**src/rtl/isc_seq.sv**
```systemverilog
module isc_seq #(
  parameter int AW  = 12,
  parameter int DW  = 16,
  parameter int OPW = 3,
  parameter int SCW = 4
) (
  input  logic               clk,
  input  logic               rst_n,
  input  logic [DW-1:0]      mem_rdata,
  input  logic               exec_done,
  input  logic               ien,
  input  logic               fgi,
  input  logic               fgo,
  input  logic               halt,
  output logic [AW-1:0]      mem_addr,
  output logic               mem_rd,
  output logic               mem_wr,
  output logic [DW-1:0]      mem_wdata,
  output logic               ien_clr,
  output logic [AW-1:0]      pc_q,
  output logic [DW-1:0]      ir_q,
  output logic [(1<<SCW)-1:0] t_state,
  output logic [(1<<OPW)-1:0] d_dec,
  output logic               i_flag,
  output logic               r_flag
);
  localparam int NT = 1 << SCW;
  localparam int ND = 1 << OPW;

  logic [SCW-1:0] sc;
  logic [AW-1:0]  ar, pc;
  logic [DW-1:0]  ir, tr;
  logic           i_q, r_q, halt_q;

  wire run   = !halt_q;
  wire t0    = t_state[0];
  wire t1    = t_state[1];
  wire t2    = t_state[2];
  wire t3    = t_state[3];
  wire d7    = d_dec[ND-1];
  wire fetch = t0 | t1 | t2;
  wire irq   = ien & (fgi | fgo);
  wire ind   = t3 & !d7 & i_q;
  wire sc_clr = exec_done | (r_q & t2);

  assign t_state   = {{(NT-1){1'b0}}, 1'b1} << sc;
  assign d_dec     = {{(ND-1){1'b0}}, 1'b1} << ir[DW-2 -: OPW];
  assign mem_addr  = ar;
  assign mem_wdata = tr;
  assign mem_rd    = run & ((!r_q & t1) | ind);
  assign mem_wr    = run & r_q & t1;
  assign ien_clr   = run & r_q & t2;
  assign pc_q      = pc;
  assign ir_q      = ir;
  assign i_flag    = i_q;
  assign r_flag    = r_q;

  always_ff @(posedge clk) begin
    if (!rst_n) begin
      sc <= '0; ar <= '0; pc <= '0; ir <= '0; tr <= '0;
      i_q <= 1'b0; r_q <= 1'b0; halt_q <= 1'b0;
    end else begin
      halt_q <= halt_q | halt;
      if (run) begin
        sc <= sc_clr ? '0 : sc + {{(SCW-1){1'b0}}, 1'b1};
        if (r_q & t2)          r_q <= 1'b0;
        else if (!fetch & irq) r_q <= 1'b1;
        if (r_q) begin
          if (t0) begin ar <= '0; tr <= {{(DW-AW){1'b0}}, pc}; end
          if (t1) pc <= '0;
          if (t2) pc <= pc + {{(AW-1){1'b0}}, 1'b1};
        end else begin
          if (t0) ar <= pc;
          if (t1) begin ir <= mem_rdata; pc <= pc + {{(AW-1){1'b0}}, 1'b1}; end
          if (t2) begin ar <= ir[AW-1:0]; i_q <= ir[DW-1]; end
        end
        if (ind) ar <= mem_rdata[AW-1:0];
      end
    end
  end
endmodule


```
**config.mk**
```make
export PLATFORM = sky130hd
export DESIGN_NAME = isc_seq
export DESIGN_NICKNAME = d
export VERILOG_FILES = /design/src/rtl/isc_seq.sv
export SDC_FILE = /design/constraint.sdc
export NUM_CORES = 1
export LEC_CHECK = 0
export BUFFER_PORTS_ARGS = -buffer_cell sky130_fd_sc_hd__buf_2
export CORE_MARGIN = 5
export CORE_UTILIZATION = 35
export DETAILED_ROUTE_END_ITERATION = 7
export GPL_TIMING_DRIVEN = 0
export REMOVE_ABC_BUFFERS = 1
export SKIP_LAST_GASP = 1
export SLEW_MARGIN = 20
export SYNTH_ARGS = -nofsm -noshare
export SYNTH_HDL_FRONTEND = slang
export SYNTH_SLANG_ARGS = --single-unit
```
**constraint.sdc**
```tcl
create_clock -name clk -period 3.1 [get_ports clk]
set_clock_uncertainty 0.05 [all_clocks]
set_input_delay 0.62 -clock clk [delete_from_list [all_inputs] [get_ports clk]]
set_output_delay 0.62 -clock clk [all_outputs]
set_load 0.005 [all_outputs]
```
# ---- Yosys cells after proc, flatten, opt, wreduce, memory -nomap -nowiden
# Index checks and enable logic that the tools add are counted.
dict set report classes {
  addsub 2
  n_eq_ne 1
  shift 2
  muxes 12
  bitwise_logic 18
  n_reduce_logical 14
}
# cell count
set ops {}
lappend ops {{12-bit two-way mux} 9}
lappend ops {{1-bit by 4-bit << shifter with 16-bit output, first input constant} 1}
lappend ops {{3-bit AND reduction} 5}
lappend ops {{12-bit by 1-bit adder with 12-bit output, second input constant} 1}
lappend ops {{1-bit AND} 10}
lappend ops {{1-bit by 3-bit << shifter with 8-bit output, first input constant} 1}
lappend ops {{1-bit OR} 6}
lappend ops {{2-bit nonzero test} 3}
lappend ops {{4-bit by 1-bit adder with 4-bit output, second input constant} 1}
lappend ops {{1-bit logical NOT} 4}
lappend ops {{4-bit two-way mux} 1}
lappend ops {{3-bit by 2-bit != test with 1-bit output, second input constant} 1}
lappend ops {{3-bit nonzero test} 1}
lappend ops {{1-bit two-way mux} 2}
lappend ops {{1-bit NOT} 2}
lappend ops {{2-bit AND reduction} 1}
dict set report totals {
  reg_bits 59
  inputBits 23
  output_inout_bits 85
}

# ---- Logic depth before layout (Yosys ltp)
dict set report depth {
  depth_word 7
  ltp_mapped 9
  mapped_depth_nobuf 7
}

# ---- Worst setup path before layout
# Ideal clock, no wire load.
dict set report synth_path {
  path_type {flip-flop to output port}
  from {reg sc[2]}
  to {out mem_rd}
  t_arrival_ps 1862
  slack_ps 568
  stages_incl_launch_ff 9
  n_path_buf 3
  cell_sequence {dfxtp_1 clkbuf_1 inv_1 ha_1 nor2b_1 and4_1 clkbuf_1 clkbuf_1 or2_2}
}
dict set report synth_between {
  elab_chain_len 5
  word_cells_on_any_way 6
}
# element line
set synth_rtl {}
lappend synth_rtl {{start, declared} 30} ;# logic [SCW-1:0] sc;
lappend synth_rtl {{start signal, assigned} 65} ;# sc <= sc_clr ? '0 : sc + {{(SCW-1){1'b0}}, 1'b1};
lappend synth_rtl {{1-bit by 4-bit << shifter with 16-bit output} 46} ;# assign t_state = {{(NT-1){1'b0}}, 1'b1} << sc;
lappend synth_rtl {{via t_state[3]} 22} ;# output logic [(1<<SCW)-1:0] t_state,
lappend synth_rtl {{1-bit AND (2 in a row)} 43} ;# wire ind = t3 & !d7 & i_q;
lappend synth_rtl {{1-bit OR} 50} ;# assign mem_rd = run & ((!r_q & t1) | ind);
lappend synth_rtl {{1-bit AND} 50}
lappend synth_rtl {{end, declared} 16} ;# output logic mem_rd,
# The timed path passes the listed nets, and every way through them passes these cells.

# ---- Worst setup path after layout
dict set report layout_path {
  from {reg sc[2]}
  to {out mem_rd}
}
dict set report layout_between {
  elab_chain_len 5
  word_cells_on_any_way 6
}
# element line
set layout_rtl {}
lappend layout_rtl {{1-bit by 4-bit << shifter with 16-bit output (*)} 46}
lappend layout_rtl {{1-bit AND (2 in a row)} 43}
lappend layout_rtl {{1-bit OR (*)} 50}
lappend layout_rtl {{1-bit AND (*)} 50}
# Every way passes the cells marked *; elsewhere a longest branch is shown, timed or not.

==> results.md <==
- Endpoints failing hold: 0
- Clock-pin slew on the worst setup and hold paths: 0.07 ns
- Routed wire per std cell: 15.3 um
- Area delta synth->final: 25.1%
- Drt first pass iters: 4
- Sequential area share after synthesis: 39.8%
- RSZ-0062 raised after global routing: false
- Initial Utilization: 36.1%
- Setup Viol. Count Final: 0
- Post-DP HPWL: 5.79 mm
- Most common cell after layout, fill and taps aside: buf_2
- Placed Cells: approximately 520
- Reg-to-reg slack, setup: 0.48 ns
- CTS Buf Count: 9
- Worst-Skew Late Latency: 0.32 ns
- WL final: a little over 8 mm
- Max Cap Violations: 0
- Grt ovf: 0
- Die footprint: 10400 um^2
- Mapped Area: 2960 um^2
- Most used DFF post-synth: dfxtp_1
- Worst setup EP type: output port
- Total chip power: 1.71 mW
- DP Worst Slack: 0.235 ns
- Drt first-iter violations: 81
- Final cell count without fillers: 538
- Min-delay src: ir_q[7]$_SDFFE_PN0P_
- Yosys cell types: 49
- Crit-path max FO: 14
- Critical path's largest stage delay: 0.55 ns
- Synth Instances: 340
- Type of origin of the critical path: flop
- Min Tclk post-route: 2.92 ns
- Max clock buf depth: 2
- Min Hold Slack: 0.424 ns
- Root buffer cell: clkbuf_8
- Number of global-route vias before repair: between 2000 and 3000
- Crit-path slowest cell: dfxtp_1
- Kind of critical path: reg2out
- Largest net degree at the start of global routing: 52
- Req. time, crit path: 2.43 ns
- Hold depth: 2
- EDFF count, synth: 0
- Post-route DRC: 0
- Max_slew headroom: between 20% and 30%
- Number of cell rows: 33
- Synth Warn #: 0
- Vias per cell: 5.05
- PwrDens: 461 nW/um^2
- Flops & latches, synth: 59
- F_max: approximately 340 MHz
- Die height: 102 um
- Placer Congestion: 0.763
- Leak: 1.77 nW
- Worst Slack Setup Final: 0.183 ns
- CP top delay family: simple AND/OR/NAND/NOR gates
- Via count: 2718
- Arrival @ worst endpoint: 2.25 ns
- H-tree depth: 3
- VDD IR max: 0.000253 V
- FF-to-FF End: pc_q[11]$_SDFFE_PN0P_
- Cell Chain, Critical Path: inv_1 > ha_1 > nor2b_1 > and4_2 > or2_2 > buf_2
- Ys async rst share: 0%
- Nets: 458
- Share of cells above drive strength 1: approximately a third
- CORE AREA: 8220 um^2
- Final Max Slew Viols: 0
- Sink Count: 59
- Worst R2R Path Depth: 5
- Antenna diodes: 0
- CTS tree: done
- CTS Hold Bufs: 0
- Initial antenna violation count: 0
- Min-Delay Endpoint: ir_q[7]$_SDFFE_PN0P_
- Most frequent cells in the layout: buf_2 (103), dfxtp_1 (59), nand2_1 (42)
- Final core occ: 45.1%
- Least-Margin Pin Slew: about 1.1 ns
- Crit path buf inv count: 2
- HP Class: reg2reg
- Chip Width: 102 um
- Synth Area per Inst: about 8.7 um^2
- Number of port buffers: roughly 100
- First-pass GRT wire length: between 10 and 15 mm
- Crit share post-route: 94.1%
- RR Startpoint: sc[0]$_SDFFE_PN0N_
- I/O Pins: about 110
- Outcome: completed
- GRT Total Usage: 16.0%
- Post-DRT Antenna Nets: 0
## routing by layer
layer / share of wire (%) / vias to the layer above / global-route usage, %
met1: 47 / 1264 / 22.1
met5: 0 / - / 0
li1: - / 1359 / -
met3: 6.5 / 10 / 3.28
met4: 1.4 / 0 / 6.05
met2: 45 / 85 / 24.7
## per-stage QoR
stage | cell area [um^2] | TNS (ns)
final | 3710 | 0
after floorplan | 2840 | 0
after detailed placement | 3510 | 0
after global placement | 3490 | -0.110
after global routing | 3710 | 0
after CTS | 3710 | 0
## kinds of logic after synthesis
group,count (synthesis),synth area share (%)
and+or+nand+nor,129,23.2
xor gates and xnor gates,8,2.36
buffers and inverters,38,5.45
other,1,0.127
muxes,27,9.62
DFF,59,39.8
AOI/OAI and AO/OA,71,16.4
adders and majority gates,7,2.95
## cell type report
cell class / count / area [um^2]
clock buffers: 15 / 186
repair buffers: 104 / 523
well taps: 105 / 131
fillers: 847 / 4510
inverters: 8 / 30.0
multi-input cells: 246 / 1650
flip-flops and latches: 59 / 1180
clock inverters: 1 / 5.00
## Yosys cell counts, drive strengths merged, types with 3 or more instances
| library cell | number | area, um^2 |
|---|---|---|
| a21boi | 17 | 128 |
| a21oi | 17 | 85.1 |
| a22oi | 13 | 97.6 |
| and2 | 7 | 43.8 |
| and3 | 5 | 31.3 |
| buf | 9 | 52.6 |
| clkbuf | 21 | 78.8 |
| dfxtp | 59 | 1180 |
| ha | 7 | 87.6 |
| inv | 8 | 30.0 |
| mux2 | 12 | 135 |
| mux2i | 15 | 150 |
| nand2 | 42 | 158 |
| nand3 | 6 | 30.0 |
| nand4 | 4 | 25.0 |
| nor2 | 16 | 60.1 |
| nor2b | 18 | 113 |
| nor3 | 7 | 40.0 |
| nor3b | 3 | 22.5 |
| o31ai | 14 | 105 |
| or3 | 3 | 18.8 |
| or4 | 3 | 22.5 |
| xnor2 | 4 | 35.0 |
| xor2 | 4 | 35.0 |
## worst register-to-register path, cell delays in order, from the launching register on
cell and delay [ns]:
dfxtp_1 0.42, ha_1 0.29, or3b_1 0.53, o31ai_1 0.95
or4_1 0.23, nand2_1 0.05
## where the power goes
group | switching [mW] | internal (mW)
clock network | 0.290 | 0.378
registers | 0.0328 | 0.792
logic | 0.124 | 0.0911
## repair_timing
action,CTS,global route
setup buffers,1,0
gates resized for setup,0,1
pin swaps,1,0
endpoints found under the setup margin,1,1
## sequential cells by signal (all words and copies together) (netlist names)
signal     count
halt_q         1
i_flag         1
ir_q          16
mem_addr      12
mem_wdata     12
pc_q          12
r_flag         1
sc             4
## worst max path at each step
stage             end               start  cells after the start  slack, ns
6_report       mem_rd  sc[2]$_SDFFE_PN0N_                      6       0.18
5_1_grt        mem_rd  sc[2]$_SDFFE_PN0N_                      6       0.06
4_1_cts        mem_rd  sc[0]$_SDFFE_PN0N_                      6       0.05
3_5_place_dp   mem_rd  sc[0]$_SDFFE_PN0N_                      5       0.24
3_3_place_gp   mem_rd  sc[0]$_SDFFE_PN0N_                      5      -0.11
2_1_floorplan  mem_rd  sc[0]$_SDFFE_PN0N_                      4       0.62
(Power assumes the default switching activity.)
